[src/rtl/irlp_pkg.sv]
package irlp_pkg;
    parameter int unsigned BYTE_W = 8;
    parameter int unsigned SETTLE_CYCLES = 8;
    localparam int unsigned DIV_W = 2 * BYTE_W;

    typedef struct packed {
        logic [BYTE_W-1:0] lo;
        logic [BYTE_W-1:0] hi;
    } div_regs_t;
endpackage

[src/rtl/irlp_div_regs.sv]
module irlp_div_regs
    import irlp_pkg::*;
#(
    parameter int unsigned BW = BYTE_W
) (
    input  logic            clk_i,
    input  logic            rst_ni,
    input  logic            dlab_i,
    input  logic            sel_i,
    input  logic            wr_i,
    input  logic            rd_i,
    input  logic [BW-1:0]   wdata_i,
    output logic [BW-1:0]   rdata_o,
    output logic [2*BW-1:0] div_o,
    output logic            lo_wr_o,
    output logic            hi_wr_o
);
    typedef struct packed {
        logic [BW-1:0] lo;
        logic [BW-1:0] hi;
    } regs_t;

    regs_t regs_d, regs_q;
    logic  wr_ok;

    always_comb begin
        regs_d  = regs_q;
        wr_ok   = wr_i & dlab_i;
        lo_wr_o = wr_ok & ~sel_i;
        hi_wr_o = wr_ok & sel_i;
        if (lo_wr_o) regs_d.lo = wdata_i;
        if (hi_wr_o) regs_d.hi = wdata_i;
        rdata_o = '0;
        if (rd_i && dlab_i) rdata_o = sel_i ? regs_q.hi : regs_q.lo;
        div_o = {regs_q.hi, regs_q.lo};
    end

    always_ff @(posedge clk_i or negedge rst_ni) begin
        if (!rst_ni) regs_q <= '0;
        else         regs_q <= regs_d;
    end

    p_locked_no_change_r3: assert property (@(posedge clk_i) disable iff (!rst_ni)
        !dlab_i |=> $stable(div_o));
    p_locked_read_zero_r4: assert property (@(posedge clk_i) disable iff (!rst_ni)
        (!dlab_i && rd_i) |-> (rdata_o == '0));
endmodule

[src/rtl/irlp_settle_timer.sv]
module irlp_settle_timer #(
    parameter int unsigned CYCLES = irlp_pkg::SETTLE_CYCLES
) (
    input  logic clk_i,
    input  logic rst_ni,
    input  logic start_i,
    output logic busy_o
);
    localparam int unsigned CW = $clog2(CYCLES + 1);

    typedef struct packed {
        logic [CW-1:0] cnt;
    } st_t;

    st_t st_d, st_q;

    always_comb begin
        st_d = st_q;
        if (start_i)              st_d.cnt = CW'(CYCLES);
        else if (st_q.cnt != '0)  st_d.cnt = st_q.cnt - 1'b1;
        busy_o = (st_q.cnt != '0);
    end

    always_ff @(posedge clk_i or negedge rst_ni) begin
        if (!rst_ni) st_q <= '0;
        else         st_q <= st_d;
    end

    p_busy_after_start_r6: assert property (@(posedge clk_i) disable iff (!rst_ni)
        start_i |=> busy_o);
    p_busy_needs_start_r6: assert property (@(posedge clk_i) disable iff (!rst_ni)
        (!start_i && !busy_o) |=> !busy_o);
endmodule

[src/rtl/irlp_tick_counter.sv]
module irlp_tick_counter #(
    parameter int unsigned DW = irlp_pkg::DIV_W
) (
    input  logic          clk_i,
    input  logic          rst_ni,
    input  logic [DW-1:0] div_i,
    input  logic          load_i,
    input  logic          hold_i,
    output logic          tick_o
);
    typedef struct packed {
        logic [DW-1:0] cnt;
    } tc_t;

    tc_t  tc_d, tc_q;
    logic off;
    logic last;

    always_comb begin
        tc_d   = tc_q;
        off    = (div_i == '0);
        last   = (tc_q.cnt >= div_i - 1'b1);
        tick_o = ~off & ~hold_i & last;
        if (load_i || hold_i || off) tc_d.cnt = '0;
        else if (last)               tc_d.cnt = '0;
        else                         tc_d.cnt = tc_q.cnt + 1'b1;
    end

    always_ff @(posedge clk_i or negedge rst_ni) begin
        if (!rst_ni) tc_q <= '0;
        else         tc_q <= tc_d;
    end

    p_zero_no_tick_r5: assert property (@(posedge clk_i) disable iff (!rst_ni)
        (div_i == '0) |-> !tick_o);
    p_hold_no_tick_r6: assert property (@(posedge clk_i) disable iff (!rst_ni)
        hold_i |-> !tick_o);
    p_tick_spacing_r2: assert property (@(posedge clk_i) disable iff (!rst_ni)
        (tick_o && !load_i) |=> (!tick_o || div_i == 1));
endmodule

[src/rtl/irlp_tick_gen.sv]
module irlp_tick_gen
    import irlp_pkg::*;
#(
    parameter int unsigned BW     = BYTE_W,
    parameter int unsigned SETTLE = SETTLE_CYCLES
) (
    input  logic          clk_i,
    input  logic          rst_ni,
    input  logic          dlab_i,
    input  logic          sel_i,
    input  logic          wr_i,
    input  logic          rd_i,
    input  logic [BW-1:0] wdata_i,
    output logic [BW-1:0] rdata_o,
    output logic          tick_o,
    output logic          det_en_o,
    output logic          busy_o
);
    localparam int unsigned DW = 2 * BW;

    logic [DW-1:0] div;
    logic          lo_wr;
    logic          hi_wr;

    irlp_div_regs #(.BW(BW)) u_regs (
        .clk_i(clk_i), .rst_ni(rst_ni), .dlab_i(dlab_i), .sel_i(sel_i),
        .wr_i(wr_i), .rd_i(rd_i), .wdata_i(wdata_i), .rdata_o(rdata_o),
        .div_o(div), .lo_wr_o(lo_wr), .hi_wr_o(hi_wr)
    );

    irlp_settle_timer #(.CYCLES(SETTLE)) u_settle (
        .clk_i(clk_i), .rst_ni(rst_ni), .start_i(hi_wr), .busy_o(busy_o)
    );

    irlp_tick_counter #(.DW(DW)) u_cnt (
        .clk_i(clk_i), .rst_ni(rst_ni), .div_i(div), .load_i(lo_wr | hi_wr),
        .hold_i(busy_o), .tick_o(tick_o)
    );

    assign det_en_o = (div != '0);

    p_det_off_no_tick_r5: assert property (@(posedge clk_i) disable iff (!rst_ni)
        !det_en_o |-> !tick_o);
    p_low_write_no_settle_r9: assert property (@(posedge clk_i) disable iff (!rst_ni)
        (wr_i && dlab_i && !sel_i && !busy_o) |=> !busy_o);
endmodule

[config.mk]
export PLATFORM = sky130hd
export DESIGN_NAME = irlp_tick_gen
export DESIGN_NICKNAME = d
export VERILOG_FILES = /design/src/rtl/irlp_pkg.sv /design/src/rtl/irlp_div_regs.sv /design/src/rtl/irlp_settle_timer.sv /design/src/rtl/irlp_tick_counter.sv /design/src/rtl/irlp_tick_gen.sv
export SDC_FILE = /design/constraint.sdc
export NUM_CORES = 1
export LEC_CHECK = 0
export ABC_CLOCK_PERIOD_IN_PS = 6300
export BUFFER_PORTS_ARGS = -buffer_cell sky130_fd_sc_hd__buf_4
export CAP_MARGIN = 20
export CELL_PAD_IN_SITES_DETAIL_PLACEMENT = 1
export CELL_PAD_IN_SITES_GLOBAL_PLACEMENT = 1
export CORE_MARGIN = 2
export CORE_UTILIZATION = 50
export CTS_CLUSTER_DIAMETER = 100
export CTS_CLUSTER_SIZE = 40
export DETAILED_ROUTE_END_ITERATION = 6
export PLACE_DENSITY_LB_ADDON = 0.1
export SYNTH_ARGS = -nofsm -noshare
export SYNTH_HDL_FRONTEND = slang
export SYNTH_HIERARCHICAL = 1
export SYNTH_SLANG_ARGS = --single-unit
export TNS_END_PERCENT = 30
[constraint.sdc]
create_clock -name clk_i -period 6.3 [get_ports clk_i]
set_input_delay 0.63 -clock clk_i [delete_from_list [all_inputs] [get_ports clk_i]]
set_output_delay 0.63 -clock clk_i [all_outputs]
set_load 0.05 [all_outputs]
==> impl_metrics.tcl, run 1 <==
set metrics [dict create \
    ys.flop_type "dfrtp_1" \
    max_slew_margin_pct 63.5 \
    ctsHoldBuffers 0 \
    post_cts_resized 0 \
    cp.required_ps 5670 \
    pwr-share-comb_pct 31.8 \
    max_freq_mhz 207 \
    finalSetupViolCount 0 \
    tns_ps 0 \
    antenna_found_initial 0 \
    numClockSinks 36 \
    clockPowerShare_pct 23.4 \
    p_sw_mw 0.267 \
    grt_use_total_pct 22.2 \
    fillCellCount 539 \
    dieArea_mm2 0.00548 \
    cp.arrival_ps 4210 \
    hpwlAfterDp_um 4310 \
    core-area_mm2 0.00472 \
    synthCells 249 \
    die_height_um 74.1 \
    drtPass1Iterations 4 \
    layout_setup_ws_ps 1470 \
    post_cts_buffers 0 \
    num_rows 25 \
    ys_ff_latch 36 \
    yosysUniqueCellTypes 45 \
    final_common_cell "dfrtp_1" \
    nets 308 \
    seqPwrFrac_pct 44.8 \
    ios 25 \
    vias 1936 \
    drive_gt1_share_pct 20.7 \
    maxCapViolCount 0 \
    synth_edf_count 0 \
    criticalPathCategory "flop to output pin" \
    drtAntennaViolNets 0 \
    cts_buffer_depth 2 \
    antenna_cells 0 \
    leakage_nw 1.26 \
    syn_area_mm2 0.00245 \
    end_kind "output pin" \
    syn-num-nets 282 \
    cts_tree "done" \
    die_w_um 74.1 \
    layout_worst_path_cycle_share_pct 76.7 \
    critPathLaunchType "flop" \
    grt_pass1_vias 1917 \
    hold_path_class "input port to async pin" \
    globalRouteOverflowTotal 0 \
    syn_area_per_cell_um2 9.85 \
    status "completed" \
    rsz0062_at_grt "false" \
    critPathMaxFanout 17 \
    power_density_mw_per_mm2 261 \
    post-route-min-period_ps 4840 \
    ir_worst_vdd_uv 167 \
    dp_slack_ps 1720 \
    drc_errors 0 \
    clock_skew_ps 1.40 \
    hold_viol 0 \
    seq_area_um2 901 \
    multiInputGateArea_mm2 0.00148 \
    ys_seq_area_share_pct 36.7 \
    cts_max_level 2 \
    grt_start_max_net_pins 37 \
    gp_congestion 0.780 \
    maxSlewViolCount 0 \
    vias_per_cell 5.64 \
    wirelength_um 5660 \
    cts_buffers 5 \
    numPortBuffers 24 \
    wl_per_cell_um 16.5 \
    grt_pass1_wl_um 9270 \
    intPower_mw 0.457 \
    final_cell_mix "dfrtp_1 (36), nor2_1 (32), buf_4 (24), nand2_1 (20), xnor2_1 (20)" \
    clock_latency_ps 290 \
    start_util_pct 51.9 \
    async_flop_share_pct 100 \
    drtIter0Drc 79 \
    ys.warnings.count 6 \
    cts_root_buf "clkbuf_8" \
    syn_to_final_growth_pct 13.1 \
    switching_share_pct 36.9 \
    cts.clk_slew.worst_paths_ps 80 \
    tightest_slew_ps 534 \
]
-- cells by family (layout without fill, tap and decap cells) --
kind of cell             Yosys count  after routing  share of synthesized area (%)
multiplexers                      25             25                           11.2
XOR/XNOR                          28             28                           10.0
flip-flops                        36             36                           36.7
AND/OR/NAND/NOR                  109            109                           24.3
buffers and inverters             15             42                           2.96
AO/OA/AOI/OAI                     17             17                           5.10
adder cells (fa/ha/maj)           19             19                           9.69
-- power by group through the flow --
stage | Clock [mW] | Combinational (mW) | Sequential (mW)
global route | 0.187 | 0.253 | 0.332
detailed placement | 0 | 0.232 | 0.329
floorplan | 0 | 0.179 | 0.310
CTS | 0.173 | 0.234 | 0.324
finish | 0.169 | 0.230 | 0.324
global placement | 0 | 0.221 | 0.327
-- area by class of cell --
class	count	area share [%]
tap	67	3.02
inverter	10	1.35
clock inverter	3	0.857
timing repair buffer	24	6.49
sequential	36	32.5
clock buffer	5	2.48
multi-input combinational	198	53.3
-- final timing paths --
check	start	to	slack, ps	cells after the start
worst max register to register	u_regs/div_o[0]$_DFFE_PN0P_	u_cnt/tc_q[14]$_DFF_PN0_	2430	12
min in group clk_i	u_cnt/tc_q[0]$_DFF_PN0_	u_cnt/tc_q[0]$_DFF_PN0_	520	1
worst min register to register	u_cnt/tc_q[0]$_DFF_PN0_	u_cnt/tc_q[0]$_DFF_PN0_	520	1
worst min-delay path	rst_ni	u_cnt/tc_q[10]$_DFF_PN0_	280	1
worst max-delay path	u_regs/div_o[0]$_DFFE_PN0P_	tick_o	1470	13
max in group asynchronous	rst_ni	u_cnt/tc_q[1]$_DFF_PN0_	5690	1
-- layer usage --
layer  part of all wire [%]  vias up  track usage (%)  wire [µm]
met2                     50       31             36.8       2850
li1                       -      950                -          -
met4                    1.5        0             7.07         84
met5                      0        -                0          0
met1                     45      946             29.3       2560
met3                    2.8        9             4.20        159
-- cells in the mapped netlist (all sizes together), types with 2 or more instances --
master,instances,share of area (%)
dfrtp,36,37
nor2,32,4.9
nand2,20,3.1
xnor2,20,7.1
ha,19,9.7
mux2,17,8.0
nor4,11,2.8
inv,10,1.5
nor3,9,1.8
mux2i,8,3.3
xor2,8,2.9
nand3,6,1.7
nand4,6,1.5
a21oi,5,1.0
and4,4,1.4
nor3b,4,1.2
buf,3,1.1
o21ai,3,0.61
or3,3,0.82
or4,3,1.1
a211oi,2,0.61
clkbuf,2,0.31
nand2b,2,0.51
nand3b,2,1.1
-- critical path, cell delays in order (launching register included) --
cell and delay, ps:
dfrtp_1 430, inv_1 110, ha_1 200, or4b_1 500, or3_1 430, nor3_1 220
xnor2_1 150, ha_1 240, and4_1 190, o211ai_1 100, nor4_1 80, or4_1 820
and2_1 260, buf_4 180
-- metrics by stage --
stage	total power [mW]	util [%]	std cells	hold WS, ps	area [µm²]
final	0.724	58.8	343	285	2780
after global routing	0.772	58.8	343	318	2780
after CTS	0.731	58.8	343	298	2780
after detailed placement	0.561	56.8	335	514	2680
after global placement	0.548	56.8	335	514	2680
after floorplan	0.488	-	249	334	2450
-- registers in the layout (all words and copies together), names as in the netlist --
signal / cells
u_settle/st_q: 4
u_cnt/tc_q: 16
u_regs/div_o: 16
Power figures use the tool's default switching activity.
==> run 2, diff against run 1 <==
- ABC_AREA: not set -> 1
- ABC_CLOCK_PERIOD_IN_PS: 6300 -> 4200
- CORE_UTILIZATION: 50 -> 41
- clock period: 6.3 -> 4.2 ns (I/O delays scaled with it)
==> impl_metrics.tcl, run 2 <==
set metrics [dict create \
    finalSetupViolCount 0 \
    wirelength_um 7060 \
    grt_start_max_net_pins 37 \
    cp_top_family "simple AND/OR/NAND/NOR gates" \
    post-route-min-period_ps 3230 \
    ios 25 \
    syn-num-nets 400 \
    dieArea_mm2 0.00774 \
    critPathLaunchType "flop" \
    maxSlewViolCount 0 \
    yosysUniqueCellTypes 30 \
    cts_buffers 5 \
    async_flop_share_pct 100 \
    cts_max_level 2 \
    critPathMaxFanout 5 \
    synth_edf_count 0 \
    synth.most_common_cell "nand2_1" \
    max_freq_mhz 310 \
    post_cts_resized 0 \
    ys.warnings.count 6 \
    cts_buffer_depth 2 \
    drtPass1Iterations 4 \
    synth.area.top_cells "dfrtp_1 (31%), nand2_1 (13%), ha_1 (8.2%)" \
    ys.flop_type "dfrtp_1" \
    cts.clk_slew.worst_paths_ps 80 \
    max_stage_delay_ps 430 \
    final_cell_mix "nand2_1 (99), nor2_1 (43), dfrtp_1 (36), inv_1 (35), nand4_1 (25)" \
    fin_cells 486 \
    ir_worst_vdd_uv 207 \
    drive_gt1_share_pct 19.2 \
    dp.cells 479 \
    end_kind "output pin" \
    status "completed" \
    seq_area_um2 901 \
    syn_to_final_growth_pct 9.44 \
    drc_errors 0 \
    die_height_um 88.0 \
    die_w_um 88.0 \
    numPortBuffers 24 \
    cpMostUsedCell "nand2_1" \
    grt_pass1_vias 2524 \
    cp.arrival_ps 2810 \
    gp_congestion 0.809 \
    cp.required_ps 3780 \
    vias 2398 \
    num_rows 30 \
    rsz0062_at_grt "false" \
    ctsHoldBuffers 0 \
    clockPowerShare_pct 21.0 \
    cts_tree "done" \
    synth_top_area_cell "dfrtp_1" \
    intPower_mw 0.663 \
    clock_latency_ps 290 \
    synthCells 367 \
    antenna_cells 0 \
    final_common_cell "nand2_1" \
    multiInputGateArea_mm2 0.00173 \
    cts_root_buf "clkbuf_8" \
    syn_area_mm2 0.00289 \
    ys_seq_area_share_pct 31.2 \
    fillCellCount 845 \
    seqPwrFrac_pct 40.7 \
    antenna_found_initial 0 \
    ys_ff_latch 36 \
    layout_worst_path_cycle_share_pct 76.9 \
    hpwlAfterDp_um 5520 \
    path_buf_inv 4 \
    synth_top_area_share_pct 31.2 \
    wl_per_cell_um 14.5 \
    tightest_slew_ps 498 \
    hold_viol 0 \
    pwr-share-comb_pct 38.3 \
    p_sw_mw 0.476 \
    grt_use_total_pct 20.2 \
    syn_area_per_cell_um2 7.88 \
    nets 423 \
    drtIter0Drc 50 \
    grt_pass1_wl_um 12100 \
    max_slew_margin_pct 66.8 \
    hold_path_class "input port to async pin" \
    criticalPathCategory "flop to output pin" \
    synthTopCellsByCount "nand2_1 (99), nor2_1 (43), dfrtp_1 (36)" \
    globalRouteOverflowTotal 0 \
    power_density_mw_per_mm2 360 \
    switching_share_pct 41.8 \
    core-area_mm2 0.00679 \
    drtAntennaViolNets 0 \
    crit_chain "inv_1 > ha_1 > nand2_4 > nor3_1 > xor2_1 > inv_1 > ha_1 > nand2_1 > inv_1 > nand2_1 > nor2_1 > nor2_1 > nand2_1 > nand2_1 > a21boi_0 > buf_4" \
    vias_per_cell 4.93 \
    cpMaxStageDelayCell "dfrtp_1" \
    maxCapViolCount 0 \
    clock_skew_ps 9.05 \
    start_util_pct 42.5 \
    numClockSinks 36 \
    tns_ps 0 \
    leakage_nw 1.46 \
    post_cts_buffers 0 \
]
## run 2: changes by cell type after synthesis, moves of 11 or more
cell / previous run / this run
mux2_2: 16 / 0
nand4_1: 6 / 25
inv_1: 10 / 35
nor2_4: 0 / 14
nor2_1: 32 / 43
nand2_1: 20 / 99
nor4_1: 11 / 0
xnor2_1: 20 / 9
## run 2: cells by family (layout without fill, tap and decap cells)
family,Yosys count,in the layout,share of synthesized area (%)
xor+xnor,26,26,7.88
buf+inv,48,71,9.09
simple gates,220,220,39.8
fa+ha+maj,19,19,8.23
flops,36,36,31.2
compound gates,18,18,3.85
## run 2: final timing paths
kind | start | end | slack, ps | cells after the start
setup / recovery | u_regs/div_o[0]$_DFFE_PN0P_ | tick_o | 970 | 16
hold / removal | rst_ni | u_regs/div_o[0]$_DFFE_PN0P_ | 100 | 1
setup reg to reg | u_regs/div_o[5]$_DFFE_PN0P_ | u_cnt/tc_q[3]$_DFF_PN0_ | 1460 | 11
hold reg to reg | u_cnt/tc_q[0]$_DFF_PN0_ | u_cnt/tc_q[0]$_DFF_PN0_ | 520 | 1
max in group asynchronous | rst_ni | u_cnt/tc_q[10]$_DFF_PN0_ | 3760 | 1
min in group clk_i | wdata_i[0] | u_regs/div_o[8]$_DFFE_PN0P_ | 400 | 3
## run 2: cell type report
cell class	count	area share [%]
tap	96	3.80
inverter	40	4.98
sequential	36	28.5
clock buffer	6	2.29
clock inverter	1	0.158
timing repair buffer	24	5.70
multi-input combinational	283	54.6
## run 2: per-stage QoR
step	setup slack (ps)	utilization (%)	hold WS (ps)	area [µm²]	power (mW)
after floorplan	749	-	124	2890	0.809
after global placement	1340	45.4	418	3090	0.899
after detailed placement	1260	45.4	419	3090	0.913
after CTS	937	46.6	109	3160	1.16
after global routing	653	46.6	118	3160	1.24
final	972	46.6	96.4	3160	1.14
## run 2: power by group through the flow
stage                     clock (mW)  sequential [mW]  combinational (mW)
final                          0.239            0.464               0.436
after global routing           0.263            0.475               0.500
after CTS                      0.247            0.464               0.446
after detailed placement           0            0.470               0.444
after global placement             0            0.468               0.431
after floorplan                    0            0.448               0.362
## run 2: layer usage
layer  wire length (µm)  share of wire [%]  vias up  GRT usage [%]
met5                  0                  0        -              0
met4                 24               0.34        0           3.64
met3                213                3.0        2           4.71
met2               3510                 50       31           36.0
met1               3310                 47     1145           25.2
li1                   -                  -     1220              -
